==> src/rtl/bmdma_pkg.sv <==
package bmdma_pkg;

   // register word offsets
   localparam int unsigned OFS_CMD  = 0;
   localparam int unsigned OFS_SCNT = 1;
   localparam int unsigned OFS_SADR = 2;
   localparam int unsigned OFS_WCNT = 3;
   localparam int unsigned OFS_WADR = 4;
   localparam int unsigned OFS_STAT = 5;
   localparam int unsigned OFS_SLST = 6;
   localparam int unsigned OFS_WLST = 7;
   localparam int unsigned OFS_CTL  = 8;

   // command word fields
   localparam int unsigned CMD_DIR_B = 7;

   // control word: selects write-one-to-clear status
   localparam int unsigned CTL_W1C_B = 24;

   // status flags
   localparam int unsigned ST_W    = 6;
   localparam int unsigned ST_DONE = 3;
   localparam int unsigned ST_IRQ  = 4;

   typedef enum logic [1:0] {
      OP_IDLE  = 2'd0,
      OP_BLAST = 2'd1,
      OP_ABORT = 2'd2,
      OP_START = 2'd3
   } dma_op_e;

endpackage

==> src/rtl/bmdma_cmd_dec.sv <==
module bmdma_cmd_dec
   import bmdma_pkg::*;
#(
   parameter int unsigned DATA_W = 32
) (
   input  logic              clk,
   input  logic              rst_n,
   input  logic              cmd_wr,
   input  logic [DATA_W-1:0] cmd_wdata,
   output logic [DATA_W-1:0] cmd_q,
   output logic              start_p,
   output logic              dma_en,
   output logic              abort_q
);

   dma_op_e op;

   assign op      = dma_op_e'(cmd_wdata[1:0]);
   assign start_p = cmd_wr && (op == OP_START);

   always_ff @(posedge clk) begin
      if (!rst_n) begin
         cmd_q   <= '0;
         dma_en  <= 1'b0;
         abort_q <= 1'b0;
      end else begin
         abort_q <= 1'b0;
         if (cmd_wr) begin
            cmd_q <= cmd_wdata;
            unique case (op)
               OP_IDLE:  dma_en  <= 1'b0;
               OP_BLAST: ;
               OP_ABORT: abort_q <= 1'b1;
               OP_START: dma_en  <= 1'b1;
               default:  ;
            endcase
         end
      end
   end

   // a cancel pulse only follows an abort command write
   p_abort_src_r5: assert property (@(posedge clk) disable iff (!rst_n)
      abort_q |-> $past(cmd_wr && cmd_wdata[1:0] == 2'd2));

endmodule

==> src/rtl/bmdma_xfer.sv <==
module bmdma_xfer #(
   parameter int unsigned DATA_W = 32,
   parameter int unsigned LEN_W  = 16
) (
   input  logic              clk,
   input  logic              rst_n,
   input  logic              load,
   input  logic [DATA_W-1:0] ld_cnt,
   input  logic [DATA_W-1:0] ld_adr,
   input  logic [DATA_W-1:0] ld_lst,
   input  logic              cmd_dir,
   input  logic              core_done,
   input  logic              req,
   input  logic [LEN_W-1:0]  req_len,
   input  logic              req_dir,
   output logic [DATA_W-1:0] wcnt,
   output logic [DATA_W-1:0] wadr,
   output logic [DATA_W-1:0] wlst,
   output logic              ack_q,
   output logic              ok_q,
   output logic [DATA_W-1:0] addr_q,
   output logic [LEN_W-1:0]  len_q,
   output logic              zero_ev
);

   localparam logic [DATA_W-1:0] CNT_RST = '0;
   localparam logic [DATA_W-1:0] ADR_RST = '1;
   localparam logic [DATA_W-1:0] LST_RST = ~DATA_W'(2);

   logic [DATA_W-1:0] len_x;
   logic [DATA_W-1:0] clip;
   logic              take;
   logic              accept;

   if (LEN_W > DATA_W) begin : g_bad_len
      $error("bmdma_xfer: LEN_W must not exceed DATA_W");
   end

   if (LEN_W == DATA_W) begin : g_len_full
      assign len_x = req_len;
   end else begin : g_len_ext
      assign len_x = {{(DATA_W-LEN_W){1'b0}}, req_len};
   end

   assign take    = req && !ack_q;
   assign accept  = take && (req_dir == cmd_dir);
   assign clip    = (len_x < wcnt) ? len_x : wcnt;
   assign zero_ev = accept && !load && !core_done && (clip == wcnt);

   for (genvar i = 0; i < 3; i++) begin : g_work
      logic [DATA_W-1:0] q;
      logic [DATA_W-1:0] nxt;
      logic [DATA_W-1:0] rv;
      if (i == 0) begin : g_cnt
         assign rv = CNT_RST;
         always_comb begin
            if (core_done)   nxt = '0;
            else if (load)   nxt = ld_cnt;
            else if (accept) nxt = q - clip;
            else             nxt = q;
         end
         assign wcnt = q;
      end else if (i == 1) begin : g_adr
         assign rv = ADR_RST;
         always_comb begin
            if (load)        nxt = ld_adr;
            else if (accept) nxt = q + clip;
            else             nxt = q;
         end
         assign wadr = q;
      end else begin : g_lst
         assign rv = LST_RST;
         always_comb begin
            if (load) nxt = ld_lst;
            else      nxt = q;
         end
         assign wlst = q;
      end
      always_ff @(posedge clk) begin
         if (!rst_n) q <= rv;
         else        q <= nxt;
      end
   end

   always_ff @(posedge clk) begin
      if (!rst_n) begin
         ack_q  <= 1'b0;
         ok_q   <= 1'b0;
         addr_q <= '0;
         len_q  <= '0;
      end else begin
         ack_q <= take;
         ok_q  <= accept;
         if (take) begin
            addr_q <= wadr;
            len_q  <= accept ? clip[LEN_W-1:0] : '0;
         end
      end
   end

   // acknowledge never lasts two cycles
   p_ack_pulse_r13: assert property (@(posedge clk) disable iff (!rst_n)
      ack_q |=> !ack_q);

   // granted length never exceeds the count it was clipped to
   p_len_clip_r7: assert property (@(posedge clk) disable iff (!rst_n)
      (ack_q && ok_q) |-> ($past(wcnt) >= DATA_W'(len_q)));

   // a rejected chunk leaves the count alone
   p_drop_keep_r6: assert property (@(posedge clk) disable iff (!rst_n)
      (ack_q && !ok_q && $past(!load && !core_done)) |-> (wcnt == $past(wcnt)));

endmodule

==> src/rtl/bmdma_stat.sv <==
module bmdma_stat
   import bmdma_pkg::*;
#(
   parameter int unsigned DATA_W = 32
) (
   input  logic              clk,
   input  logic              rst_n,
   input  logic              clr_start,
   input  logic              set_done,
   input  logic              rd_stat,
   input  logic              wr_stat,
   input  logic [2:0]        wclr,
   input  logic              w1c_mode,
   input  logic              core_irq,
   output logic [DATA_W-1:0] view,
   output logic              done
);

   logic [ST_W-1:0] st_q;
   logic [ST_W-1:0] st_n;

   always_comb begin
      st_n = st_q;
      if (rd_stat && !w1c_mode) st_n[3:1] = 3'b000;
      if (wr_stat && w1c_mode)  st_n[3:1] = st_q[3:1] & ~wclr;
      if (clr_start)            st_n = '0;
      if (set_done)             st_n[ST_DONE] = 1'b1;
   end

   always_ff @(posedge clk) begin
      if (!rst_n) st_q <= '0;
      else        st_q <= st_n;
   end

   always_comb begin
      view = '0;
      view[ST_W-1:0] = st_q;
      view[ST_IRQ] = st_q[ST_IRQ] | core_irq;
   end

   assign done = st_q[ST_DONE];

   // a done event is visible on the next cycle
   p_done_set_r8: assert property (@(posedge clk) disable iff (!rst_n)
      set_done |=> st_q[ST_DONE]);

   // clear-on-read mode empties error, abort and done
   p_rd_clear_r10: assert property (@(posedge clk) disable iff (!rst_n)
      (rd_stat && !w1c_mode && !set_done && !clr_start) |=> (st_q[3:1] == 3'b000));

   // write-one-to-clear mode keeps flags across a plain read
   p_rd_keep_r11: assert property (@(posedge clk) disable iff (!rst_n)
      (rd_stat && w1c_mode && !wr_stat && !clr_start) |=> (st_q[3:1] >= $past(st_q[3:1])));

endmodule

==> src/rtl/bmdma_chan.sv <==
module bmdma_chan
   import bmdma_pkg::*;
#(
   parameter int unsigned DATA_W = 32,
   parameter int unsigned LEN_W  = 16,
   parameter int unsigned AW     = 4
) (
   input  logic              clk,
   input  logic              rst_n,
   input  logic              reg_wr,
   input  logic              reg_rd,
   input  logic [AW-1:0]     reg_addr,
   input  logic [DATA_W-1:0] reg_wdata,
   output logic [DATA_W-1:0] reg_rdata,
   input  logic              core_irq,
   input  logic              core_done,
   input  logic              chunk_req,
   input  logic [LEN_W-1:0]  chunk_len,
   input  logic              chunk_dir,
   output logic              chunk_ack,
   output logic              chunk_ok,
   output logic [DATA_W-1:0] dma_addr,
   output logic [LEN_W-1:0]  dma_len,
   output logic              core_dma_en,
   output logic              core_abort,
   output logic              xfer_done
);

   if (DATA_W < CTL_W1C_B + 1) begin : g_bad_data
      $error("bmdma_chan: DATA_W too narrow for the control word");
   end
   if (AW < 4) begin : g_bad_aw
      $error("bmdma_chan: AW must reach offset 8");
   end

   logic [DATA_W-1:0] scnt_q, sadr_q, slst_q, ctl_q;
   logic [DATA_W-1:0] cmd_q;
   logic [DATA_W-1:0] wcnt, wadr, wlst;
   logic [DATA_W-1:0] st_view;
   logic [DATA_W-1:0] rd_mux;
   logic              start_p;
   logic              zero_ev;
   logic              wr_cmd, wr_stat, rd_stat;

   assign wr_cmd  = reg_wr && (reg_addr == AW'(OFS_CMD));
   assign wr_stat = reg_wr && (reg_addr == AW'(OFS_STAT));
   assign rd_stat = reg_rd && (reg_addr == AW'(OFS_STAT));

   always_ff @(posedge clk) begin
      if (!rst_n) begin
         scnt_q <= '0;
         sadr_q <= '0;
         slst_q <= '0;
         ctl_q  <= '0;
      end else if (reg_wr) begin
         if (reg_addr == AW'(OFS_SCNT)) scnt_q <= reg_wdata;
         if (reg_addr == AW'(OFS_SADR)) sadr_q <= reg_wdata;
         if (reg_addr == AW'(OFS_SLST)) slst_q <= reg_wdata;
         if (reg_addr == AW'(OFS_CTL))  ctl_q  <= reg_wdata;
      end
   end

   bmdma_cmd_dec #(.DATA_W(DATA_W)) u_cmd (
      .clk       (clk),
      .rst_n     (rst_n),
      .cmd_wr    (wr_cmd),
      .cmd_wdata (reg_wdata),
      .cmd_q     (cmd_q),
      .start_p   (start_p),
      .dma_en    (core_dma_en),
      .abort_q   (core_abort)
   );

   bmdma_xfer #(.DATA_W(DATA_W), .LEN_W(LEN_W)) u_xfer (
      .clk       (clk),
      .rst_n     (rst_n),
      .load      (start_p),
      .ld_cnt    (scnt_q),
      .ld_adr    (sadr_q),
      .ld_lst    (slst_q),
      .cmd_dir   (cmd_q[CMD_DIR_B]),
      .core_done (core_done),
      .req       (chunk_req),
      .req_len   (chunk_len),
      .req_dir   (chunk_dir),
      .wcnt      (wcnt),
      .wadr      (wadr),
      .wlst      (wlst),
      .ack_q     (chunk_ack),
      .ok_q      (chunk_ok),
      .addr_q    (dma_addr),
      .len_q     (dma_len),
      .zero_ev   (zero_ev)
   );

   bmdma_stat #(.DATA_W(DATA_W)) u_stat (
      .clk       (clk),
      .rst_n     (rst_n),
      .clr_start (start_p),
      .set_done  (zero_ev | core_done),
      .rd_stat   (rd_stat),
      .wr_stat   (wr_stat),
      .wclr      (reg_wdata[3:1]),
      .w1c_mode  (ctl_q[CTL_W1C_B]),
      .core_irq  (core_irq),
      .view      (st_view),
      .done      (xfer_done)
   );

   always_comb begin
      unique case (reg_addr)
         AW'(OFS_CMD):  rd_mux = cmd_q;
         AW'(OFS_SCNT): rd_mux = scnt_q;
         AW'(OFS_SADR): rd_mux = sadr_q;
         AW'(OFS_WCNT): rd_mux = wcnt;
         AW'(OFS_WADR): rd_mux = wadr;
         AW'(OFS_STAT): rd_mux = st_view;
         AW'(OFS_SLST): rd_mux = slst_q;
         AW'(OFS_WLST): rd_mux = wlst;
         AW'(OFS_CTL):  rd_mux = ctl_q;
         default:       rd_mux = '0;
      endcase
   end

   always_ff @(posedge clk) begin
      if (!rst_n)      reg_rdata <= '0;
      else if (reg_rd) reg_rdata <= rd_mux;
   end

   // a start command turns the core path on
   p_start_en_r4: assert property (@(posedge clk) disable iff (!rst_n)
      start_p |=> core_dma_en);

endmodule

==> config.mk <==
export PLATFORM = sky130hd
export DESIGN_NAME = bmdma_chan
export DESIGN_NICKNAME = d
export VERILOG_FILES = /design/src/rtl/bmdma_pkg.sv /design/src/rtl/bmdma_cmd_dec.sv /design/src/rtl/bmdma_xfer.sv /design/src/rtl/bmdma_stat.sv /design/src/rtl/bmdma_chan.sv
export SDC_FILE = /design/constraint.sdc
export NUM_CORES = 1
export LEC_CHECK = 0
export ABC_AREA = 0
export BUFFER_PORTS_ARGS = -buffer_cell sky130_fd_sc_hd__buf_2
export CAP_MARGIN = 10
export CORE_MARGIN = 8
export CORE_UTILIZATION = 40
export CTS_CLUSTER_SIZE = 8
export DETAILED_ROUTE_END_ITERATION = 16
export GPL_ROUTABILITY_DRIVEN = 1
export PLACE_DENSITY = 0.65
export SLEW_MARGIN = 20
export SYNTH_ARGS = -nofsm -noshare
export SYNTH_HDL_FRONTEND = slang
export SYNTH_HIERARCHICAL = 1
export SYNTH_SLANG_ARGS = --single-unit
==> constraint.sdc <==
create_clock -name clk -period 6.6 [get_ports clk]
set_input_delay 0.33 -clock clk [delete_from_list [all_inputs] [get_ports clk]]
set_output_delay 0.33 -clock clk [all_outputs]
set_load 0.02 [all_outputs]
# Yosys cells after proc, flatten, opt, wreduce, memory -nomap -nowiden
# Cells that the tools add are included.
[op_classes]
addsub = 2
multipliers = 0
div = 0
order_cmp = 1
eq_ne = 12
shift = 0
mux = 13
bitwise_logic = 4
n_reduce_logical = 29
[ops]
columns = ["cell", "n"]
rows = [
  ["$pmux W32 S9", 1],
  ["$mux W32", 5],
  ["$add A32 B32 Y32", 1],
  ["$eq A32 B32 Y1", 1],
  ["$lt A16 B32 Y1", 1],
  ["$sub A32 B32 Y32", 1],
  ["$eq A4 B3 Y1 const B", 4],
  ["$mux W16", 1],
  ["$reduce_and A2 Y1", 6],
  ["$logic_and A1 B1 Y1", 11],
  ["$eq A4 B2 Y1 const B", 2],
  ["$mux W3", 2],
  ["$reduce_bool A2 Y1", 3],
  ["$eq A2 B2 Y1 const B", 2],
  ["$eq A4 B1 Y1 const B", 1],
  ["$eq A4 B4 Y1 const B", 1],
  ["$logic_not A1 Y1", 4],
  ["$logic_not A4 Y1", 1],
  ["$mux W4", 1],
  ["$reduce_bool A4 Y1", 1],
  ["$reduce_or A2 Y1", 2],
  ["$and A3 B3 Y3", 1],
  ["$not A3 Y3", 1],
  ["$logic_not A2 Y1", 1],
  ["other kinds (5)", 6],
]
[word_totals]
regBits = 343
latch_bits = 0
mem_bits_rw = 0
rom_bits = 0
inputBits = 60
output_inout_bits = 85
wordCells = 78
n_memories = 0

# Longest topological paths before layout
# Gate-level depths: netlist of run 1.
[logic_depth]
depth_word = 9
mapped_depth = 22
ltp_nobuf = 21

# Cells and area by module
# The synthesis of run 1 kept the hierarchy.
[modules_own_cells]
columns = ["module", "instances", "cells_per_inst", "area_each_um2", "seq_area_each_um2"]
rows = [
  ["bmdma_chan", 1, 1082, 9014.9, 3203.1],
  ["bmdma_xfer", 1, 1065, 8768.4, 2922.8],
  ["bmdma_cmd_dec", 1, 114, 1348.8, 680.7],
  ["bmdma_stat", 1, 43, 347.8, 60.1],
]

# Least setup slack after synthesis of run 1
# Ideal clock, no wire load.
[synth_timing]
path_kind = "register to register"
startpoint = "register u_xfer.g_work[0].q[21] (netlist: u_xfer/wcnt[21])"
endpoint = "register u_xfer.g_work[0].q[22] (netlist: u_xfer/wcnt[22])"
setup_time_ns = 0.133
arrival_ns = 4.582
t_required_ns = 6.467
setup_slack_ns = 1.885
stages_incl_launch_ff = 22
path_buffers = 1
synth_period_minus_slack_ns = 4.715
cell_sequence = "dfxtp_1 -> or4_4 -> nor4_4 -> nand2b_2 -> nor3_2 -> nand3b_2 -> nor3_4 -> a311oi_4 -> mux2_4 -> ha_1 -> inv_1 -> fa_1 -> a21o_1 -> a21oi_1 -> o21bai_1 -> a2111o_1 -> a31oi_1 -> o21a_1 -> buf_2 -> and3b_2 -> xnor2_1 -> a21oi_1"
[synth_between]
elab_chain_cells = 5
[synth_rtl]
columns = ["item", "line_no", "source"]
rows = [
  ["start, declared", "bmdma_xfer.sv:51", "logic [DATA_W-1:0] q;"],
  ["start signal, assigned", "bmdma_xfer.sv:80", "if (!rst_n) q <= rv;"],
  ["start signal, assigned", "bmdma_xfer.sv:81", "else q <= nxt;"],
  ["$lt A16 B32 Y1", "bmdma_xfer.sv:47", "assign clip = (len_x < wcnt) ? len_x : wcnt;"],
  ["$mux W32", "bmdma_xfer.sv:47", ""],
  ["$sub A32 B32 Y32 *", "bmdma_xfer.sv:59", "else if (accept) nxt = q - clip;"],
  ["$mux W32 *", "bmdma_xfer.sv:59", ""],
  ["$mux W32 *", "bmdma_xfer.sv:58", "else if (load) nxt = ld_cnt;"],
]
# Mark *: on every way between the ends. The rest lies on a longest branch, timed or not. The select of a mux whose other input is x is not followed.
# A chain may end at the register's enable or synchronous reset.

# Final worst setup path of run 1
# Ends and elaborated chain as after synthesis.

==> results of run 1 <==
==> cell usage in the layout (no fill, tap or decap), types with 45 or more instances in the layout <==
cell type / synthesis / routed
a21boi_1: 70 / 70
nand3b_1: 45 / 45
dfxtp_1: 343 / 343
nand2_1: 467 / 466
nor2_1: 63 / 63
o21ai_0: 73 / 73
a21oi_1: 127 / 127
nor2b_1: 61 / 58
buf_2: 34 / 142
mux2i_1: 83 / 83
a21boi_0: 94 / 94
inv_1: 48 / 48
ha_1: 64 / 64
clkbuf_16: 0 / 49
==> final cells by class <==
class	count	area, um^2
antenna	1	2.502
clock buffer	56	1272
clock inverter	2	40.04
fill	4787	27060
inverter	49	183.9
multi-input combinational	1749	11410
sequential	343	6867
tap	622	778.2
timing repair buffer	168	922.1
==> metal layers <==
metal / vias up / track usage, %
met4: 0 / 7.171
met3: 119 / 5.475
met5: - / 0
li1: 8165 / -
met1: 8558 / 34.41
met2: 927 / 35.36
==> per-stage QoR <==
step	cells	setup slack (ns)	power, mW	utilization [%]	cell area, um^2
3_3_place_gp	2931	1.170	3.515	41.54	20170
2_1_floorplan	2345	1.885	3.157	-	19630
4_1_cts	2989	1.080	5.805	44.24	21480
3_5_place_dp	2931	1.069	3.522	41.54	20170
6_report	2990	0.9757	5.808	44.25	21480
5_1_grt	2990	0.6197	6.021	44.25	21480
==> cells by family after synthesis <==
| logic type | after synthesis | synth area share, % |
|---|---|---|
| xor+xnor | 47 | 2.113 |
| flops | 343 | 35.25 |
| simple gates | 827 | 20.94 |
| mux | 112 | 6.616 |
| buf+inv | 253 | 7.117 |
| compound gates | 654 | 23.61 |
| fa+ha+maj | 66 | 4.316 |
| other cells | 2 | 0.03855 |
==> power by group through the flow <==
stage	Combinational [mW]	Sequential, mW	Clock, mW
4_1_cts	1.26	2.23	2.32
2_1_floorplan	0.888	2.27	0
5_1_grt	1.39	2.24	2.39
3_5_place_dp	1.25	2.27	0
3_3_place_gp	1.24	2.27	0
6_report	1.29	2.24	2.28
==> worst reg2reg max path: cells and delay by family (launching register included) <==
kind	cells	cell delay, ns
multiplexers	1	0.27
XOR/XNOR	1	0.11
flip-flops	1	0.34
AO/OA/AOI/OAI	8	2.18
AND/OR/NAND/NOR	7	1.91
buffers and inverters	1	0.06
adder cells (fa/ha/maj)	2	0.59
==> path summary, 6_finish.rpt <==
kind,endpoint,from,slack [ns],depth (start not counted)
min reg2reg,u_xfer/len_q[6],u_xfer/len_q[6],0.44,2
min,ctl_q[25],reg_wdata[25],0.02,3
max reg2reg,u_xfer/wcnt[22],u_xfer/wcnt[21],0.98,20
max,u_xfer/wcnt[22],u_xfer/wcnt[21],0.98,20
==> flow_metrics.py, run 1 <==
metrics = {
    "logic_synthesis": {
        "seq_area_frac_synth_pct": 35.25,
        "yosys.area.top_type": "dfxtp_1",
        "synth.cell_area_um2": 19480,
        "synth_common_cells": "467 x nand2_1, 343 x dfxtp_1, 127 x a21oi_1, 95 x clkbuf_1, 94 x a21boi_0",
        "synth_area_leaders": "dfxtp_1 35%, nand2_1 9.0%, mux2i_1 4.3%",
        "syn_avg_cell_area_um2": 8.455,
        "yosysWarnings": 6,
        "synthArstFlopShare_pct": 0,
        "synth_flop_cell": "dfxtp_1",
        "yosysUniqueCellTypes": 99,
        "synth_seq_cells": 343,
        "synth_top_area_share_pct": 35.25,
        "synthCells": 2304,
        "post-synth-top-count-cell": "nand2_1",
        "synth_edf_count": 0,
    },
    "setup_path": {
        "slowest_delay_ns": 0.57,
        "critical_path_buf_inv_count": 1,
        "crit_top_cell": "a21oi_1",
        "path_cells": "or4_4 -> nor4_4 -> nand2b_2 -> nor3_2 -> nand3b_2 -> nor3_4 -> a311oi_4 -> mux2_4 -> ha_1 -> inv_1 -> fa_1 -> a21o_1 -> a21oi_1 -> o21bai_1 -> a2111o_1 -> a31oi_1 -> o21a_1 -> and3b_2 -> xnor2_1 -> a21oi_1",
        "worst_ep_required_time_ns": 7.04,
        "cp.arrival_ns": 6.07,
        "end_kind": "register",
        "crit_path_start_kind": "register",
        "crit_fanout": 8,
        "critPathSlowestCell": "or4_4",
        "critical_path_class": "register to register",
        "critical_path.top_delay_family": "compound AO/OA/AOI/OAI gates",
    },
    "timing": {
        "setup_viol": 0,
        "tightest_slew_ns": 1.138,
        "fin_worst_skew_ns": 0.01762,
        "slew_viol_final": 0,
        "fmax_ghz": 0.1778,
        "finalCritPeriodShare_pct": 85.22,
        "period_minus_slack_ns": 5.624,
        "slew_headroom_pct": 24.06,
        "hold_viol": 0,
        "finalSetupTns_ns": 0,
        "whs_ns": 0.02427,
        "rsz0062_at_grt": "false",
    },
    "global_routing": {
        "grt_pass1_wl_mm": 105.8,
        "grt_antenna_before_repair": 2,
        "grt_max_degree": 103,
        "grt-ovfl-total": 0,
        "grt_usage_pct": 24.00,
        "grt_pass1_vias": 16827,
    },
    "clock_network": {
        "clk_path_buf_depth": 3,
        "htree_levels": 2,
        "numClockSinks": 343,
        "clock_latency_ns": 0.59,
        "cts_buffers": 49,
        "cts_tree": "done",
        "cts.clk_slew.worst_paths_ns": 0.05,
        "root_buffer": "clkbuf_16",
        "cts-hold-fix-buffers": 0,
        "cts.repair.resized": 0,
        "postCtsSetupRepairBufs": 0,
    },
    "route": {
        "routed.top_layer": "met4",
        "drt_pre_antenna_iters": 5,
        "wl_mm": 70.45,
        "postRouteAntennaNets": 0,
        "vias_per_cell": 5.943,
        "dr_wl_met2_mm": 29.60,
        "wl_met3_mm": 7.139,
        "wl_per_cell_um": 23.56,
        "drtIter0Drc": 1828,
        "drc": 0,
        "wl_met1_mm": 31.94,
        "vias": 17769,
    },
    "floorplanning": {
        "dieHeight_um": 236.7,
        "ios": 145,
        "dieArea_um2": 56020,
        "row_count": 81,
        "coreArea_um2": 48550,
        "dieWidth_um": 236.7,
        "start_util_pct": 40.13,
    },
    "min_path": {
        "hold_path_class": "input pin to register",
    },
    "finish": {
        "nets": 2486,
        "drive_gt1_share_pct": 12.67,
        "syn_to_final_growth_pct": 10.27,
    },
    "placed_design": {
        "port_buffers": 144,
        "dp_hpwl_mm": 48.58,
        "gp_congestion": 0.9390,
    },
    "power_and_ir_drop": {
        "p_comb_share_pct": 22.2,
        "power_density_nw_per_um2": 270.4,
        "ir_drop_mv": 0.1994,
        "power_switching_share_pct": 31.76,
        "power_leakage_nw": 8.369,
        "pwr-share-seq_pct": 38.5,
        "netSwitchingPower_mw": 1.845,
        "p_int_mw": 3.963,
        "p_clk_share_pct": 39.3,
    },
    "status": {
        "status": "complete, no violations",
    },
    "run": {
        "drv_cap": 0,
    },
}
(Power assumes the default switching activity.)
==> run 2: changes to the inputs <==
--- a/config.mk
+++ b/config.mk
@@ -6,7 +6,7 @@
 export NUM_CORES = 1
 export LEC_CHECK = 0
 export ABC_AREA = 0
-export BUFFER_PORTS_ARGS = -buffer_cell sky130_fd_sc_hd__buf_2
+export BUFFER_PORTS_ARGS = -buffer_cell sky130_fd_sc_hd__buf_4
 export CAP_MARGIN = 10
 export CORE_MARGIN = 8
 export CORE_UTILIZATION = 40
==> run 2 against run 1 <==
  * Clock skew down 0.00055 ns
  * Clock power about the same
  * First-iteration DRC count rose by 3.6%
  * Register-to-register slack got worse by 0.07 ns
  * Largest cell class unchanged
==> flow_metrics.py, run 2 (synthesized netlist as in run 1, its figures left out) <==
metrics = {
    "clock_network": {
        "numClockSinks": 343,
        "postCtsSetupRepairBufs": 0,
        "cts_buffers": 49,
        "root_buffer": "clkbuf_16",
        "clk_path_buf_depth": 3,
        "cts.repair.resized": 0,
        "cts_tree": "done",
        "clock_latency_ns": 0.59,
        "htree_levels": 2,
        "cts.clk_slew.worst_paths_ns": 0.05,
        "cts-hold-fix-buffers": 0,
    },
    "setup_path": {
        "critical_path.top_delay_family": "compound AO/OA/AOI/OAI gates",
        "slowest_delay_ns": 0.58,
        "worst_ep_required_time_ns": 7.04,
        "rrSetupSlack_ns": 0.91,
        "critPathSlowestCell": "or4_4",
        "reg2reg_depth": 20,
        "critical_path_buf_inv_count": 1,
        "crit_path_start_kind": "register",
        "crit_top_cell": "a21oi_1",
        "reg2reg_to": "u_xfer/wcnt[22]",
        "critical_path_class": "register to register",
        "path_cells": "or4_4 -> nor4_4 -> nand2b_2 -> nor3_2 -> nand3b_2 -> nor3_4 -> a311oi_4 -> mux2_4 -> ha_1 -> inv_1 -> fa_1 -> a21o_1 -> a21oi_1 -> o21bai_1 -> a2111o_1 -> a31oi_1 -> o21a_1 -> and3b_2 -> xnor2_1 -> a21oi_1",
        "end_kind": "register",
        "cp.arrival_ns": 6.13,
        "r2r-start": "u_xfer/wcnt[21]",
        "crit_fanout": 8,
    },
    "min_path": {
        "worstHoldStart": "reg_wdata[15]",
        "hold_path_class": "input pin to register",
        "min_to": "ctl_q[15]",
        "hold_depth": 3,
    },
    "finish": {
        "fin_area_um2": 21830,
        "layout_commonest_cell": "nand2_1",
        "fin_util_pct": 44.98,
        "multi_input_area_um2": 11420,
        "n_fill_cell": 4756,
        "mostFrequentLayoutCells": "465 x nand2_1, 343 x dfxtp_1, 165 x buf_4",
        "drive_gt1_share_pct": 12.69,
        "final-seq-area_um2": 6867,
        "nets": 2485,
        "syn_to_final_growth_pct": 12.08,
        "fin_cells": 2987,
    },
    "floorplanning": {
        "dieWidth_um": 236.7,
        "dieArea_um2": 56020,
        "row_count": 81,
        "coreArea_um2": 48550,
        "start_util_pct": 40.13,
        "ios": 145,
        "dieHeight_um": 236.7,
    },
    "power_and_ir_drop": {
        "power_density_nw_per_um2": 266.9,
        "p_clk_share_pct": 39.1,
        "ir_drop_mv": 0.1855,
        "p_comb_share_pct": 22.5,
        "netSwitchingPower_mw": 1.834,
        "power_switching_share_pct": 31.47,
        "power_leakage_nw": 8.418,
        "pwr-share-seq_pct": 38.4,
        "p_total_mw": 5.826,
        "p_int_mw": 3.993,
    },
    "timing": {
        "slew_headroom_pct": 24.35,
        "fmax_ghz": 0.1757,
        "rsz0062_at_grt": "false",
        "finalSetupTns_ns": 0,
        "period_minus_slack_ns": 5.690,
        "finalCritPeriodShare_pct": 86.21,
        "setup_ws_ns": 0.9099,
        "setup_viol": 0,
        "whs_ns": 0.03173,
        "fin_worst_skew_ns": 0.01707,
        "slew_viol_final": 0,
        "tightest_slew_ns": 1.130,
        "hold_viol": 0,
    },
    "placed_design": {
        "gp_congestion": 0.9604,
        "dp_hpwl_mm": 48.92,
        "port_buffers": 144,
        "place_area_um2": 20510,
        "dp.cells": 2930,
        "dp_slack_ns": 1.015,
    },
    "route": {
        "wl_mm": 70.03,
        "vias": 17857,
        "postRouteAntennaNets": 0,
        "vias_per_cell": 5.978,
        "drt_pre_antenna_iters": 6,
        "wl_per_cell_um": 23.45,
        "drc": 0,
        "drtIter0Drc": 1893,
    },
    "global_routing": {
        "grt-ovfl-total": 0,
        "grt_pass1_vias": 16991,
        "grt_pass1_wl_mm": 106.4,
        "grt_usage_pct": 24.02,
        "grt_antenna_before_repair": 1,
        "grt_max_degree": 104,
    },
    "status": {
        "status": "complete, no violations",
    },
    "run": {
        "drv_cap": 0,
    },
}
run 2: how the worst max path moves through the flow:
stage / startpoint / endpoint / slack, ns / cells after the start
finish: u_xfer/wcnt[21] / u_xfer/wcnt[22] / 0.91 / 20
CTS: u_xfer/wcnt[1] / u_xfer/wadr[28] / 0.98 / 21
detailed placement: u_xfer/wcnt[1] / u_xfer/wadr[28] / 1.01 / 21
floorplan: u_xfer/wcnt[21] / u_xfer/wcnt[22] / 1.89 / 21
global placement: u_xfer/wcnt[1] / u_xfer/wadr[28] / 1.13 / 21
global route: u_xfer/wcnt[1] / u_xfer/wadr[30] / 0.58 / 20
run 2: power groups by stage:
stage | Sequential (mW) | Combinational (mW) | Clock [mW]
after global placement | 2.28 | 1.27 | 0
final | 2.24 | 1.31 | 2.28
after detailed placement | 2.28 | 1.27 | 0
after global routing | 2.24 | 1.41 | 2.39
after floorplan | 2.27 | 0.888 | 0
after CTS | 2.24 | 1.28 | 2.31
run 2: layer usage:
layer	global-route usage (%)	wire, um	share of wire (%)	vias up
li1	-	-	-	8186
met1	34.60	31980	46	8688
met2	35.48	29570	42	880
met3	5.394	6907	9.9	103
met4	6.684	1574	2.2	0
met5	0	0	0	-
run 2: final cells by class:
cell class | count | share of cell area, %
Timing Repair Buffer | 167 | 5.817
Inverter | 49 | 0.8424
Clock buffer | 53 | 5.828
Tap cell | 622 | 3.564
Clock inverter | 3 | 0.2006
Antenna cell | 1 | 0.01146
Sequential cell | 343 | 31.45
Multi-Input combinational cell | 1749 | 52.29
run 2: worst register-to-register path, delay by kind of cell (launching register included):
family          cells  cell delay (ns)
compound gates      8             2.22
xor+xnor            1             0.13
fa+ha+maj           2             0.60
buf+inv             1             0.06
flops               1             0.35
mux                 1             0.28
simple gates        7             1.91
